$ cat config.mk
export PLATFORM = sky130hd
export DESIGN_NAME = onewire_master
export DESIGN_NICKNAME = d
export VERILOG_FILES = /design/src/rtl/ow_pkg.sv /design/src/rtl/ow_tick_gen.sv /design/src/rtl/ow_slot_engine.sv /design/src/rtl/onewire_master.sv
export SDC_FILE = /design/constraint.sdc
export NUM_CORES = 1
export LEC_CHECK = 0
export BUFFER_PORTS_ARGS = -buffer_cell sky130_fd_sc_hd__buf_2
export CAP_MARGIN = 0
export CORE_AREA = 2 2 96 98
export DETAILED_ROUTE_END_ITERATION = 6
export DIE_AREA = 0 0 98 100
export PLACE_DENSITY = 0.77
export SYNTH_ARGS = -nofsm -noshare
export SYNTH_HDL_FRONTEND = slang
export SYNTH_SLANG_ARGS = --single-unit
$ cat constraint.sdc
create_clock -name clk -period 3 [get_ports clk]
set_input_delay 0.15 -clock clk [delete_from_list [all_inputs] [get_ports clk]]
set_output_delay 0.15 -clock clk [all_outputs]
set_load 0.1 [all_outputs]
$ cat src/rtl/ow_pkg.sv
package ow_pkg;
  typedef enum logic [1:0] {
    OP_NONE  = 2'd0,
    OP_RESET = 2'd1,
    OP_W0    = 2'd2,
    OP_W1    = 2'd3
  } ow_op_e;

  localparam int unsigned A_CTRL = 0;
  localparam int unsigned A_DIV  = 1;
  localparam int unsigned A_DATA = 4;
  localparam int unsigned A_STAT = 5;
  localparam int unsigned A_IEN  = 6;
endpackage

$ cat src/rtl/ow_tick_gen.sv
module ow_tick_gen #(
  parameter int DW = 16
) (
  input  logic          clk,
  input  logic          rst_n,
  input  logic [DW-1:0] div,
  output logic          tick
);
  logic [DW-1:0] cnt_q, cnt_d;

  assign tick = (cnt_q >= div);

  always_comb begin
    cnt_d = tick ? '0 : cnt_q + 1'b1;
  end

  always_ff @(posedge clk or negedge rst_n) begin
    if (!rst_n) cnt_q <= '0;
    else        cnt_q <= cnt_d;
  end

  AST_TICK_GAP: assert property (@(posedge clk) disable iff (!rst_n)
    (tick && div != '0 && $stable(div)) |=> !tick);
endmodule

$ cat src/rtl/ow_slot_engine.sv
module ow_slot_engine
  import ow_pkg::*;
#(
  parameter int RST_LOW    = 480,
  parameter int RST_SAMPLE = 70,
  parameter int RST_WAIT   = 480,
  parameter int W0_LOW     = 60,
  parameter int W1_LOW     = 2,
  parameter int RD_SAMPLE  = 15,
  parameter int SLOT_LEN   = 65
) (
  input  logic   clk,
  input  logic   rst_n,
  input  logic   tick,
  input  logic   start,
  input  ow_op_e start_op,
  input  logic   line_s,
  output logic   pull_low,
  output logic   busy,
  output logic   done,
  output ow_op_e cur_op,
  output logic   sample
);
  localparam int CW = $clog2(RST_LOW + RST_WAIT + 1);

  ow_op_e        op_q, op_d;
  logic          busy_q, busy_d;
  logic [CW-1:0] cnt_q, cnt_d;
  logic          smp_q, smp_d;
  logic [CW-1:0] low_len, smp_pt, end_pt;

  always_comb begin
    case (op_q)
      OP_RESET: begin
        low_len = CW'(RST_LOW);
        smp_pt  = CW'(RST_LOW + RST_SAMPLE);
        end_pt  = CW'(RST_LOW + RST_WAIT);
      end
      OP_W0: begin
        low_len = CW'(W0_LOW);
        smp_pt  = CW'(RD_SAMPLE);
        end_pt  = CW'(SLOT_LEN);
      end
      default: begin
        low_len = CW'(W1_LOW);
        smp_pt  = CW'(RD_SAMPLE);
        end_pt  = CW'(SLOT_LEN);
      end
    endcase
  end

  assign done     = busy_q && tick && (cnt_q == end_pt - 1'b1);
  assign pull_low = busy_q && (cnt_q < low_len);
  assign busy     = busy_q;
  assign cur_op   = op_q;
  assign sample   = smp_q;

  always_comb begin
    op_d   = op_q;
    busy_d = busy_q;
    cnt_d  = cnt_q;
    smp_d  = smp_q;
    if (!busy_q) begin
      if (start) begin
        op_d   = start_op;
        busy_d = 1'b1;
        cnt_d  = '0;
      end
    end else if (tick) begin
      if (cnt_q == smp_pt) smp_d = line_s;
      if (done) busy_d = 1'b0;
      else      cnt_d  = cnt_q + 1'b1;
    end
  end

  always_ff @(posedge clk or negedge rst_n) begin
    if (!rst_n) begin
      op_q   <= OP_NONE;
      busy_q <= 1'b0;
      cnt_q  <= '0;
      smp_q  <= 1'b1;
    end else begin
      op_q   <= op_d;
      busy_q <= busy_d;
      cnt_q  <= cnt_d;
      smp_q  <= smp_d;
    end
  end

  AST_DRIVE_IN_SLOT: assert property (@(posedge clk) disable iff (!rst_n)
    pull_low |-> busy_q);
  AST_CNT_BOUND: assert property (@(posedge clk) disable iff (!rst_n)
    busy_q |-> (cnt_q < end_pt));
endmodule

$ cat src/rtl/onewire_master.sv
module onewire_master
  import ow_pkg::*;
#(
  parameter int AW = 3,
  parameter int DW = 16,
  parameter int BW = 8
) (
  input  logic          clk,
  input  logic          rst_n,
  input  logic          reg_wr,
  input  logic          reg_rd,
  input  logic [AW-1:0] reg_addr,
  input  logic [DW-1:0] reg_wdata,
  output logic [DW-1:0] reg_rdata,
  input  logic          bus_in,
  output logic          bus_pull_low,
  output logic          irq
);
  localparam int BCW = $clog2(BW + 1);

  logic line_s1, line_s2;
  logic tick;
  logic eng_start, eng_busy, eng_done, eng_smp;
  ow_op_e eng_op, eng_cur;

  logic [DW-1:0]  div_q, div_d;
  logic           rpp_q, rpp_d, w0_q, w0_d, w1_q, w1_d;
  logic           pst_q, pst_d, rdst_q, rdst_d;
  logic           bact_q, bact_d;
  logic [BCW-1:0] bits_q, bits_d;
  logic [BW-1:0]  sh_q, sh_d, rx_q, rx_d;
  logic           tbe_q, tbe_d, tsre_q, tsre_d, rbf_q, rbf_d, rsrf_q, rsrf_d;
  logic [3:0]     ien_q, ien_d;

  logic idle, wr_ctrl, ctrl_go, data_go, slot_go, byte_end;

  ow_tick_gen #(.DW(DW)) u_tick (
    .clk(clk), .rst_n(rst_n), .div(div_q), .tick(tick)
  );

  ow_slot_engine u_eng (
    .clk(clk), .rst_n(rst_n), .tick(tick), .start(eng_start),
    .start_op(eng_op), .line_s(line_s2), .pull_low(bus_pull_low),
    .busy(eng_busy), .done(eng_done), .cur_op(eng_cur), .sample(eng_smp)
  );

  assign idle     = !eng_busy && !bact_q && !(rpp_q || w0_q || w1_q);
  assign wr_ctrl  = reg_wr && (reg_addr == AW'(A_CTRL));
  assign ctrl_go  = wr_ctrl && idle && (reg_wdata[7] || reg_wdata[5] || reg_wdata[4]);
  assign data_go  = reg_wr && (reg_addr == AW'(A_DATA)) && idle;
  assign slot_go  = bact_q && !eng_busy && !eng_done && (bits_q != '0);
  assign byte_end = eng_done && bact_q && (bits_q == BCW'(1));

  assign eng_start = ctrl_go || slot_go;
  always_comb begin
    if (ctrl_go) begin
      if (reg_wdata[7])      eng_op = OP_RESET;
      else if (reg_wdata[5]) eng_op = OP_W0;
      else                   eng_op = OP_W1;
    end else begin
      eng_op = sh_q[0] ? OP_W1 : OP_W0;
    end
  end

  always_comb begin
    div_d = div_q;  ien_d = ien_q;
    rpp_d = rpp_q;  w0_d = w0_q;  w1_d = w1_q;
    pst_d = pst_q;  rdst_d = rdst_q;
    bact_d = bact_q; bits_d = bits_q; sh_d = sh_q; rx_d = rx_q;
    tbe_d = tbe_q;  tsre_d = tsre_q; rbf_d = rbf_q; rsrf_d = rsrf_q;

    if (reg_wr && reg_addr == AW'(A_DIV)) div_d = reg_wdata;
    if (reg_wr && reg_addr == AW'(A_IEN)) ien_d = reg_wdata[5:2];

    if (ctrl_go) begin
      rpp_d = (eng_op == OP_RESET);
      w0_d  = (eng_op == OP_W0);
      w1_d  = (eng_op == OP_W1);
    end
    if (eng_done && !bact_q) begin
      rpp_d = 1'b0; w0_d = 1'b0; w1_d = 1'b0;
      if (eng_cur == OP_RESET) pst_d  = eng_smp;
      if (eng_cur == OP_W1)    rdst_d = eng_smp;
    end

    if (reg_rd && reg_addr == AW'(A_DATA)) rbf_d = 1'b0;
    if (data_go) begin
      bact_d = 1'b1;
      bits_d = BCW'(BW);
      sh_d   = reg_wdata[BW-1:0];
      tbe_d  = 1'b0; tsre_d = 1'b0; rsrf_d = 1'b0;
    end
    if (eng_done && bact_q) begin
      sh_d   = {eng_smp, sh_q[BW-1:1]};
      bits_d = bits_q - 1'b1;
      if (byte_end) begin
        bact_d = 1'b0;
        rx_d   = {eng_smp, sh_q[BW-1:1]};
        tbe_d  = 1'b1; tsre_d = 1'b1; rbf_d = 1'b1; rsrf_d = 1'b1;
      end
    end
  end

  always_ff @(posedge clk or negedge rst_n) begin
    if (!rst_n) begin
      line_s1 <= 1'b1;  line_s2 <= 1'b1;
      div_q <= '0;  ien_q <= '0;
      rpp_q <= 1'b0; w0_q <= 1'b0; w1_q <= 1'b0;
      pst_q <= 1'b0; rdst_q <= 1'b0;
      bact_q <= 1'b0; bits_q <= '0; sh_q <= '0; rx_q <= '0;
      tbe_q <= 1'b1; tsre_q <= 1'b1; rbf_q <= 1'b0; rsrf_q <= 1'b0;
    end else begin
      line_s1 <= bus_in; line_s2 <= line_s1;
      div_q <= div_d;  ien_q <= ien_d;
      rpp_q <= rpp_d;  w0_q <= w0_d;  w1_q <= w1_d;
      pst_q <= pst_d;  rdst_q <= rdst_d;
      bact_q <= bact_d; bits_q <= bits_d; sh_q <= sh_d; rx_q <= rx_d;
      tbe_q <= tbe_d;  tsre_q <= tsre_d; rbf_q <= rbf_d; rsrf_q <= rsrf_d;
    end
  end

  always_comb begin
    reg_rdata = '0;
    case (reg_addr)
      AW'(A_CTRL): reg_rdata[7:3] = {rpp_q, pst_q, w0_q, w1_q, rdst_q};
      AW'(A_DIV):  reg_rdata      = div_q;
      AW'(A_DATA): reg_rdata[BW-1:0] = rx_q;
      AW'(A_STAT): reg_rdata[5:2] = {rsrf_q, rbf_q, tsre_q, tbe_q};
      AW'(A_IEN):  reg_rdata[5:2] = ien_q;
      default:     reg_rdata      = '0;
    endcase
  end

  assign irq = |({rsrf_q, rbf_q, tsre_q, tbe_q} & ien_q);

  AST_START_IDLE: assert property (@(posedge clk) disable iff (!rst_n)
    eng_start |-> !eng_busy);
  AST_BYTE_NO_BITOP: assert property (@(posedge clk) disable iff (!rst_n)
    bact_q |-> !(rpp_q || w0_q || w1_q));
  AST_BIT_SELF_CLEAR: assert property (@(posedge clk) disable iff (!rst_n)
    (eng_done && !bact_q) |=> !(rpp_q || w0_q || w1_q));
  AST_RX_SET_WINS: assert property (@(posedge clk) disable iff (!rst_n)
    byte_end |=> (rbf_q && rsrf_q && tsre_q));
endmodule

==> metrics.cfg, run 1 <==
[die]
die_h_um = 100
num_io_pins = 42
floorplan.initialDensity_pct = 51.5
die-area_um2 = 9800
die_width_um = 98
row_count = 35
core_region_area_um2 = 8890

[timing]
setup_repair_after_global_routing_missed_its_margin = false
drv_slew = 0
clock_skews_ns = 0.0182
period_share_pct = 93.8
final.setup.tns_ns = 0
finalSetupViolCount = 0
slew_headroom_pct = 31.4
finalCriticalPeriod_ns = 2.81
worst-slew-pin-transition_ns = 1.03
timing.final.hold_violations = 0
postLayoutSetupSlackWorst_ns = 0.186
fmax_ghz = 0.355

[cts]
htree_num_levels = 3
setup_repair_bufs_after_cts = 0
clkSlewWorstSetupHoldPaths_ns = 0.09
library_cell_used_as_clock_root_buffer = sky130_fd_sc_hd__clkbuf_8
tritoncts = yes
tritoncts.num_buffers = 9
clock_sinks = 82
insertion_delay_ns = 0.36
buffer_depth_of_the_longest_clock_path = 2

[logic_synthesis]
postSynthNetCount = 524
synth_top_area_cell = sky130_fd_sc_hd__dfrtp_1
synthesis.yosys.warnings = 0
synthArstFlopShare_pct = 100
synthesized_flop_and_latch_total = 82
post-synth-top-area-fraction_pct = 42.1
synth_area_leaders = sky130_fd_sc_hd__dfrtp_1 42%, sky130_fd_sc_hd__ha_1 8.2%, sky130_fd_sc_hd__mux2i_1 3.9%
synthFlopType = sky130_fd_sc_hd__dfrtp_1
syn_inst_count = 470
ys_types = 52
synth.cell_area_um2 = 4580
post_synth_edffs = 0
post_synthesis_area_per_instance_um2 = 9.74
yosysSeqAreaShare_pct = 45.0

[critical_path]
timing_worst_setup_path_type = reg -> out
worstReg2RegStart = u_eng.cur_op[1]
regToRegSetupSlack_ns = 0.19
r2r.worst_path.cells = 9
critical_path_peak_fanout = 3
cp.arrival_ns = 2.66
required_ns = 2.85
cp-end-kind = output pin
r2r-end = rx_q[1]
timing.critical_path.from_type = flip-flop

[placement]
globalplace.congestion = 0.902
detailed_place_hpwl_um = 7340
place.port_buffers = 41
pre_cts_slack_ns = 0.155
place_inst = 616

[power_and_ir_drop]
vdd.ir_drop.worst_uv = 489
power.share.sequential_pct = 50.0
power_switching_uw = 905
cellLeakagePower_nw = 2.52
power-per-cell-area_nw_per_um2 = 511
cell_internal_pwr_mw = 1.75
pwr-share-comb_pct = 21.6
sw_frac_of_total_pct = 34.0
clock_power_share_pct = 28.4

[grt]
number_of_global_route_vias_before_repair = 3659
grt_overflow = 0
grt_max_degree = 83
met2_usage_pct = 36.3
antenna_found_initial = 0
groute.usage.overall_pct = 22.6
use_met3_pct = 2.99
gr-max-usage-layer = met2
grt_first_pass_wirelength_um = 17900
groute.layer.met1.usage_pct = 31.7

[layout]
fin_nets = 577
multiInputGateArea_um2 = 2360
layout.cells.most_common_list = 77 x sky130_fd_sc_hd__dfrtp_1, 47 x sky130_fd_sc_hd__nand2_1, 40 x sky130_fd_sc_hd__nor2_1, 40 x sky130_fd_sc_hd__buf_2
mostFrequentLayoutCell = sky130_fd_sc_hd__dfrtp_1
syn2layout_area_growth_pct = 13.6
drive_gt1_share_pct = 18.6
regArea_um2 = 2060
filler_cell_count = 772
final_cell_count_no_fill = 639
antenna_cells_inserted = 0

[worst_hold_path]
hold_wc_path_type = in -> reg
timing.hold.worst_path_depth = 3
holdPathEnd = div_q[1]
hold_path_start = reg_wdata[1]

[route]
detailroute.via_count = 3693
postRouteAntennaNets = 0
drtPass1Iterations = 4
routed_vias_inst = 5.78
detailedRoute.firstIterationViolations = 217
wire_per_inst_um = 16.1
routed_wirelength_um = 10300
remaining_drc_errors = 0

[run]
max_cap_violations = 0

[status]
outcome = finished, final reports clean

==> cells in the mapped netlist, types with 3 or more instances <==
cell                       count
sky130_fd_sc_hd__nor4_1        3
sky130_fd_sc_hd__a22oi_1       5
sky130_fd_sc_hd__buf_6         3
sky130_fd_sc_hd__or3_1         7
sky130_fd_sc_hd__o21ai_0      30
sky130_fd_sc_hd__o31ai_1       5
sky130_fd_sc_hd__inv_1        24
sky130_fd_sc_hd__nor3_1       10
sky130_fd_sc_hd__nor2_1       40
sky130_fd_sc_hd__dfrtp_1      77
sky130_fd_sc_hd__and3_1        8
sky130_fd_sc_hd__dfstp_2       5
sky130_fd_sc_hd__nand2b_1      6
sky130_fd_sc_hd__clkbuf_1     15
sky130_fd_sc_hd__a21o_1        6
sky130_fd_sc_hd__mux2_2       11
sky130_fd_sc_hd__nor2b_1       7
sky130_fd_sc_hd__a21oi_1      30
sky130_fd_sc_hd__mux2i_1      18
sky130_fd_sc_hd__and2_1        9
sky130_fd_sc_hd__mux2_4        5
sky130_fd_sc_hd__ha_1         30
sky130_fd_sc_hd__nand3_1      16
sky130_fd_sc_hd__nand4_1       5
sky130_fd_sc_hd__xnor2_1       4
sky130_fd_sc_hd__nand2_1      47
sky130_fd_sc_hd__xor2_1        8
sky130_fd_sc_hd__a22o_1        4
sky130_fd_sc_hd__or4_1         3
==> area by class of cell <==
cell class	count	area share, %
clock inverters	7	1.15
flip-flops and latches	82	39.6
clock buffers	9	2.38
repair buffers	60	7.14
inverters	24	1.73
well taps	111	2.67
multi-input cells	346	45.3
==> stage by stage <==
step | power (mW) | util [%] | hold slack (ns) | cell area (µm²)
2_1_floorplan | 1.74 | - | -0.146 | 4580
3_3_place_gp | 1.88 | 55.5 | 0.258 | 4930
3_5_place_dp | 1.91 | 55.5 | 0.262 | 4930
4_1_cts | 2.68 | 58.3 | 0.0104 | 5180
5_1_grt | 2.83 | 58.5 | 0.0232 | 5200
6_report | 2.66 | 58.5 | 0.0169 | 5200
==> per-layer routing <==
metal,vias up,wire [µm],part of all wire (%)
met3,16,398,3.9
met5,-,0,0
met2,97,4970,48
met1,1807,4690,46
met4,0,199,1.9
li1,1773,-,-
==> power by group through the flow <==
stage	combinational [mW]	sequential (mW)	clock [mW]
floorplan	0.428	1.32	0
global placement	0.542	1.34	0
detailed placement	0.561	1.35	0
CTS	0.577	1.33	0.775
global route	0.654	1.35	0.832
finish	0.574	1.33	0.755
==> what timing repair did <==
action / CTS / global route
hold buffers: 7 / 0
endpoints found under the hold margin: 18 / 0
gates resized for setup: 0 / 3
setup endpoints to repair: 0 / 8
==> worst max-delay path, stage by stage, from the launching register on <==
cell and delay, ns:
sky130_fd_sc_hd__dfrtp_1 0.39, sky130_fd_sc_hd__inv_1 0.07, sky130_fd_sc_hd__ha_1 0.19, sky130_fd_sc_hd__inv_1 0.09, sky130_fd_sc_hd__ha_1 0.23, sky130_fd_sc_hd__a21o_1 0.15, sky130_fd_sc_hd__a21o_1 0.17, sky130_fd_sc_hd__a211oi_1 0.25
sky130_fd_sc_hd__o21bai_1 0.14, sky130_fd_sc_hd__a31oi_2 0.19, sky130_fd_sc_hd__buf_2 0.45
==> kinds of logic (layout without fill, tap and decap cells) <==
kind of cell | after synthesis | after routing | share of synthesized area [%]
buf+inv | 42 | 100 | 3.94
simple gates | 170 | 170 | 18.7
fa+ha+maj | 30 | 30 | 8.20
compound gates | 100 | 100 | 13.6
flops | 82 | 82 | 45.0
xor+xnor | 12 | 12 | 2.30
mux | 34 | 34 | 8.28
==> how the worst max path moves through the flow <==
stage	startpoint	to	slack (ns)
final	u_eng.cur_op[0]	bus_pull_low	0.19
after floorplan	u_eng.cur_op[1]	rx_q[3]	0.19
after global placement	u_eng.cur_op[1]	rx_q[1]	0.23
after global routing	u_eng.cur_op[0]	bus_pull_low	0.03
after detailed placement	u_eng.cur_op[1]	rx_q[1]	0.16
after CTS	u_eng.cur_op[1]	rx_q[1]	0.14
==> sequential cells by signal (all words and copies together) (netlist names) <==
signal and flops:
rbf_q 1, line_s1 1, bits_q 4, w0_q 1, w1_q 1, line_s2 1
div_q 16, pst_q 1, tbe_q 1, tsre_q 1, rsrf_q 1, bact_q 1
u_eng.cnt_q 10, rx_q 8, u_eng.busy 1, u_eng.sample 1, ien_q 4, rdst_q 1
sh_q 8, u_tick.cnt_q 16, u_eng.cur_op 2, rpp_q 1
No activity file was read; power rests on OpenSTA's default activity.
==> run 2, diff against run 1 <==
CELL_PAD_IN_SITES_DETAIL_PLACEMENT = 0   (was not set)
CELL_PAD_IN_SITES_GLOBAL_PLACEMENT = 1   (was not set)
CORE_AREA = 2 2 108 110   (was 2 2 96 98)
DIE_AREA = 0 0 110 112   (was 0 0 98 100)
PLACE_DENSITY = 0.78   (was 0.77)
SLEW_MARGIN = 20   (was not set)
==> run 2 against run 1 <==
Net effect:
- combinational power down 0.9%
- clock power is 35% higher
- global-route usage decreased by 3.9 points
- clock-buffer cell count increased by 3
- clock skew fell by 0.013 ns
- largest power group unchanged
- routed wire length up 3.4%
==> metrics.cfg, run 2 (same netlist as run 1, synthesis figures left out) <==
[timing]
clock_skews_ns = 0.00557  ; was 0.0182 ns
final.setup.tns_ns = 0  ; unchanged
timing.final.hold_violations = 0  ; unchanged
period_share_pct = 92.4  ; was 93.8%
setup_repair_after_global_routing_missed_its_margin = false  ; unchanged
drv_slew = 0  ; unchanged
postLayoutSetupSlackWorst_ns = 0.228  ; was 0.186 ns
fmax_ghz = 0.361  ; was 0.355 GHz
finalSetupViolCount = 0  ; unchanged
worst-slew-pin-transition_ns = 0.776  ; was 1.03 ns
finalCriticalPeriod_ns = 2.77  ; was 2.81 ns
slew_headroom_pct = 48.3  ; was 31.4%
holdWs_ns = 0.0258  ; was 0.0169 ns

[layout]
final_cell_count_no_fill = 666  ; was 639
fin_nets = 572  ; was 577
reg.largest.list = div_q x16, u_tick.cnt_q x16, u_eng.cnt_q x10  ; unchanged
syn2layout_area_growth_pct = 15.3  ; was 13.6%
final_cell_area_um2 = 5280  ; was 5200 µm²
mostFrequentLayoutCell = sky130_fd_sc_hd__dfrtp_1  ; unchanged
antenna_cells_inserted = 0  ; unchanged
drive_gt1_share_pct = 18.4  ; was 18.6%
layout.cells.most_common_list = 77 x sky130_fd_sc_hd__dfrtp_1, 47 x sky130_fd_sc_hd__nand2_1, 40 x sky130_fd_sc_hd__nor2_1  ; was 77 x sky130_fd_sc_hd__dfrtp_1, 47 x sky130_fd_sc_hd__nand2_1, 40 x sky130_fd_sc_hd__nor2_1, 40 x sky130_fd_sc_hd__buf_2
final_util_pct = 47.2  ; was 58.5%

[route]
postRouteAntennaNets = 0  ; unchanged
routed-wl-met2_um = 5110  ; was 4970 µm
remaining_drc_errors = 0  ; unchanged
topmost_layer_with_routed_signal_wires = met4  ; unchanged
routed_vias_inst = 5.38  ; was 5.78
met1Wirelength_um = 5000  ; was 4690 µm
wire_per_inst_um = 15.9  ; was 16.1 µm
routed_wirelength_um = 10600  ; was 10300 µm
detailroute.via_count = 3584  ; was 3693
detailedRoute.firstIterationViolations = 198  ; was 217
drtPass1Iterations = 4  ; unchanged
met3_wirelength_um = 368  ; was 398 µm

[critical_path]
cp.arrival_ns = 2.62  ; was 2.66 ns
required_ns = 2.85  ; about the same
cp-end-kind = output pin  ; unchanged
timing.critical_path.from_type = flip-flop  ; unchanged
timing_worst_setup_path_type = reg -> out  ; unchanged
regToRegSetupSlack_ns = 0.23  ; was 0.19 ns
critical_path_peak_fanout = 3  ; unchanged

[power_and_ir_drop]
vdd.ir_drop.worst_uv = 414  ; was 489 µV
cellLeakagePower_nw = 2.55  ; was 2.52 nW
power-per-cell-area_nw_per_um2 = 552  ; was 511 nW/µm²
total_power_mw = 2.92  ; was 2.66 mW

[run]
max_cap_violations = 0  ; unchanged

[grt]
grt_overflow = 0  ; unchanged
antenna_found_initial = 0  ; unchanged
grt_max_degree = 83  ; unchanged
number_of_global_route_vias_before_repair = 3545  ; was 3659
grt_first_pass_wirelength_um = 17900  ; about the same
groute.usage.overall_pct = 18.7  ; was 22.6%

[cts]
tritoncts = yes  ; unchanged
clock_sinks = 82  ; unchanged
buffer_depth_of_the_longest_clock_path = 2  ; unchanged
htree_num_levels = 3  ; unchanged
setup_repair_bufs_after_cts = 0  ; unchanged
library_cell_used_as_clock_root_buffer = sky130_fd_sc_hd__clkbuf_16  ; was sky130_fd_sc_hd__clkbuf_8
tritoncts.num_buffers = 9  ; unchanged
clkSlewWorstSetupHoldPaths_ns = 0.06  ; was 0.09 ns
insertion_delay_ns = 0.34  ; was 0.36 ns

[placement]
place_inst = 648  ; was 616
globalplace.congestion = 0.890  ; was 0.902
detailed_place_hpwl_um = 7780  ; was 7340 µm
placedInstanceArea_um2 = 4970  ; was 4930 µm²
place.port_buffers = 41  ; unchanged
pre_cts_slack_ns = 0.207  ; was 0.155 ns

[worst_hold_path]
hold_wc_path_type = in -> reg  ; unchanged

[die]
die_h_um = 112  ; was 100 µm
floorplan.initialDensity_pct = 41.0  ; was 51.5%
row_count = 39  ; was 35
num_io_pins = 42  ; unchanged
core_region_area_um2 = 11200  ; was 8890 µm²
die-area_um2 = 12300  ; was 9800 µm²
die_width_um = 110  ; was 98 µm

[status]
outcome = finished, final reports clean  ; unchanged

-- run 2: changes by cell type in the layout (fill, tap and decap cells not counted), moves of 2 or more --
cell                            previous run  this run
sky130_fd_sc_hd__inv_6                     3         0
sky130_fd_sc_hd__clkinvlp_4                1         3
sky130_fd_sc_hd__clkbuf_1                  0         2
sky130_fd_sc_hd__clkbuf_16                 0         9
sky130_fd_sc_hd__clkbuf_8                  9         1
sky130_fd_sc_hd__dlygate4sd3_1             7         2
sky130_fd_sc_hd__clkinv_4                  3         0
-- run 2: cell type report --
cell class                 count  area (µm²)
fill                        1045        5900
multi-input combinational    346        2350
sequential                    82        2060
timing repair buffer          55         328
clock buffer                  12         246
tap                          143         179
inverter                      24        90.1
clock inverter                 4        27.5
-- run 2: power by group --
group | switching, mW | total, mW | internal (mW)
sequential | 0.109 | 1.33 | 1.22
combinational | 0.352 | 0.569 | 0.217
clock | 0.435 | 1.02 | 0.582
-- run 2: final timing paths --
| check | startpoint | to | depth (start not counted) |
|---|---|---|---|
| max | u_eng.cur_op[0] | bus_pull_low | 10 |
| min | reg_wdata[14] | div_q[14] | 3 |
| max reg2reg | u_eng.cur_op[1] | rx_q[0] | 10 |
| min reg2reg | line_s1 | line_s2 | 0 |
| max in group asynchronous | rst_n | u_eng.busy | 2 |
| min in group asynchronous | rst_n | div_q[10] | 2 |
-- run 2: routing by layer --
layer | global-route usage (%) | up-vias
met5 | 0 | -
met4 | 5.32 | 0
met3 | 3.92 | 10
met2 | 28.4 | 70
met1 | 26.8 | 1744
li1 | - | 1760
-- run 2: repair_timing --
| action | in CTS | in global routing |
|---|---|---|
| endpoints found under the hold margin | 1 | 77 |
| resized for setup | 0 | 3 |
| setup endpoints to repair | 0 | 9 |
| hold buffers | 1 | 1 |
-- run 2: critical path: stages, from the launching register on --
cell and delay, ns:
sky130_fd_sc_hd__dfrtp_1 0.39, sky130_fd_sc_hd__inv_1 0.09, sky130_fd_sc_hd__ha_1 0.14, sky130_fd_sc_hd__inv_1 0.06
sky130_fd_sc_hd__ha_1 0.27, sky130_fd_sc_hd__a21o_1 0.15, sky130_fd_sc_hd__a21o_1 0.17, sky130_fd_sc_hd__a211oi_1 0.26
sky130_fd_sc_hd__o21bai_1 0.14, sky130_fd_sc_hd__a31oi_2 0.24, sky130_fd_sc_hd__clkbuf_4 0.37
==> run 3, diff against run 2 <==
REMOVE_ABC_BUFFERS = 1   (was not set)
==> run 3 against run 2 <==
Net effect:
- setup slack worse by 0.076 ns
- combinational power is 2% higher
- global-route usage is 0.11 points lower
- via count hardly changed
- sequential power hardly changed
- hold slack worse by 0.014 ns
- die area stayed put
- core utilization is 0.57 points higher
==> metrics.cfg, run 3 (same netlist as run 1, synthesis figures left out) <==
[status]
outcome = finished, final reports clean  ; unchanged

[cts]
tritoncts.num_buffers = 9  ; unchanged
tritoncts = yes  ; unchanged
library_cell_used_as_clock_root_buffer = sky130_fd_sc_hd__clkbuf_16  ; unchanged
htree_num_levels = 3  ; unchanged
buffer_depth_of_the_longest_clock_path = 2  ; unchanged
clkSlewWorstSetupHoldPaths_ns = 0.06  ; about the same
insertion_delay_ns = 0.34  ; about the same
clock_sinks = 82  ; unchanged

[placement]
globalplace.congestion = 0.850  ; was 0.890
place.port_buffers = 41  ; unchanged
placedInstanceArea_um2 = 4960  ; was 4970 µm²
detailed_place_hpwl_um = 7790  ; was 7780 µm

[timing]
finalSetupViolCount = 0  ; unchanged
clock_skews_ns = 0.00390  ; was 0.00557 ns
drv_slew = 0  ; unchanged
slew_headroom_pct = 49.1  ; was 48.3%
holdWs_ns = 0.0117  ; was 0.0258 ns
setup_repair_after_global_routing_missed_its_margin = false  ; unchanged
timing.final.hold_violations = 0  ; unchanged
worst-slew-pin-transition_ns = 0.763  ; was 0.776 ns
final.setup.tns_ns = 0  ; unchanged
finalCriticalPeriod_ns = 2.85  ; was 2.77 ns
period_share_pct = 94.9  ; was 92.4%
fmax_ghz = 0.351  ; was 0.361 GHz

[layout]
mostFrequentLayoutCell = sky130_fd_sc_hd__dfrtp_1  ; unchanged
final_cell_area_um2 = 5340  ; was 5280 µm²
reg.largest.list = div_q x16, u_tick.cnt_q x16, u_eng.cnt_q x10  ; unchanged
layout.cells.most_common_list = 77 x sky130_fd_sc_hd__dfrtp_1, 47 x sky130_fd_sc_hd__nand2_1, 40 x sky130_fd_sc_hd__nor2_1, 40 x sky130_fd_sc_hd__buf_2  ; was 77 x sky130_fd_sc_hd__dfrtp_1, 47 x sky130_fd_sc_hd__nand2_1, 40 x sky130_fd_sc_hd__nor2_1
syn2layout_area_growth_pct = 16.7  ; was 15.3%
fin_nets = 575  ; was 572
drive_gt1_share_pct = 18.8  ; was 18.4%
antenna_cells_inserted = 0  ; unchanged
filler_cell_count = 1042  ; was 1045

[critical_path]
cp-end-kind = output pin  ; unchanged
timing_worst_setup_path_type = reg -> out  ; unchanged
critical_path_peak_fanout = 3  ; unchanged
regToRegSetupSlack_ns = 0.17  ; was 0.23 ns
cp.arrival_ns = 2.70  ; was 2.62 ns
timing.critical_path.from_type = flip-flop  ; unchanged
required_ns = 2.85  ; about the same

[power_and_ir_drop]
vdd.ir_drop.worst_uv = 255  ; was 414 µV
power-per-cell-area_nw_per_um2 = 574  ; was 552 nW/µm²
cellLeakagePower_nw = 2.58  ; was 2.55 nW

[die]
die-area_um2 = 12300  ; unchanged
core_region_area_um2 = 11200  ; unchanged
die_width_um = 110  ; unchanged
floorplan.initialDensity_pct = 41.0  ; unchanged
row_count = 39  ; unchanged
die_h_um = 112  ; unchanged
num_io_pins = 42  ; unchanged

[grt]
grt_first_pass_wirelength_um = 17600  ; was 17900 µm
antenna_found_initial = 0  ; unchanged
number_of_global_route_vias_before_repair = 3569  ; was 3545
grt_overflow = 0  ; unchanged
groute.usage.overall_pct = 18.6  ; was 18.7%
grt_max_degree = 83  ; unchanged

[route]
detailroute.via_count = 3587  ; was 3584
wire_per_inst_um = 15.8  ; was 15.9 µm
remaining_drc_errors = 0  ; unchanged
routed_vias_inst = 5.36  ; was 5.38
routed_wirelength_um = 10600  ; about the same
postRouteAntennaNets = 0  ; unchanged
detailedRoute.firstIterationViolations = 200  ; was 198
drtPass1Iterations = 6  ; was 4

[worst_hold_path]
hold_wc_path_type = in -> reg  ; unchanged

[run]
max_cap_violations = 0  ; unchanged

## run 3: final cells by class
type | count | area [µm²] | share of cell area (%)
multi-input cells | 346 | 2360 | 44.1
flip-flops and latches | 82 | 2060 | 38.5
repair buffers | 58 | 348 | 6.51
clock buffers | 11 | 233 | 4.36
well taps | 143 | 179 | 3.35
inverters | 24 | 90.1 | 1.69
clock inverters | 5 | 78.8 | 1.48
## run 3: repair_timing
item | in CTS | in global routing
setup endpoints to repair | 0 | 8
hold buffers | 1 | 1
endpoints found under the hold margin | 1 | 77
gates resized for setup | 0 | 6
setup buffers | 0 | 2
## run 3: worst max-delay path: stages, from the launching register on
cell,delay (ns)
sky130_fd_sc_hd__dfrtp_1,0.40
sky130_fd_sc_hd__inv_1,0.08
sky130_fd_sc_hd__ha_1,0.14
sky130_fd_sc_hd__inv_1,0.07
sky130_fd_sc_hd__ha_1,0.28
sky130_fd_sc_hd__a21o_1,0.16
sky130_fd_sc_hd__a21o_1,0.17
sky130_fd_sc_hd__a211oi_1,0.28
sky130_fd_sc_hd__o21bai_1,0.11
sky130_fd_sc_hd__a31oi_1,0.21
sky130_fd_sc_hd__buf_2,0.46
## run 3: power by group
part | leakage [nW] | switching (mW) | internal [mW]
logic | 1.43 | 0.357 | 0.221
clock network | 0.153 | 0.434 | 0.728
registers | 0.997 | 0.105 | 1.22
total | 2.58 | 0.896 | 2.17
## run 3: per-stage QoR
stage	total power, mW	utilization (%)	cells	setup slack (ns)
2_1_floorplan	1.73	-	452	-0.213
3_3_place_gp	1.90	44.4	648	0.204
3_5_place_dp	1.92	44.4	648	0.125
4_1_cts	3.09	47.3	665	0.102
5_1_grt	3.24	47.8	669	0.00408
6_report	3.07	47.8	669	0.153
## run 3: path summary, 6_finish.rpt
| kind | from | endpoint | cells after the start |
|---|---|---|---|
| max reg2reg | u_eng.cur_op[1] | rx_q[0] | 10 |
| min in group asynchronous | rst_n | div_q[4] | 2 |
| min reg2reg | line_s1 | line_s2 | 0 |
| max | u_eng.cur_op[0] | bus_pull_low | 10 |
| min | reg_wdata[9] | div_q[9] | 3 |
| max in group asynchronous | rst_n | u_eng.cnt_q[9] | 2 |
## run 3: metal layers
layer  GRT usage (%)  wire, µm  part of all wire [%]  vias up
li1                -         -                     -     1763
met1            23.9      4800                    45     1753
met2            30.7      5280                    50       57
met3            4.39       376                   3.6       14
met4            5.65       139                   1.3        0
met5               0         0                     0        -
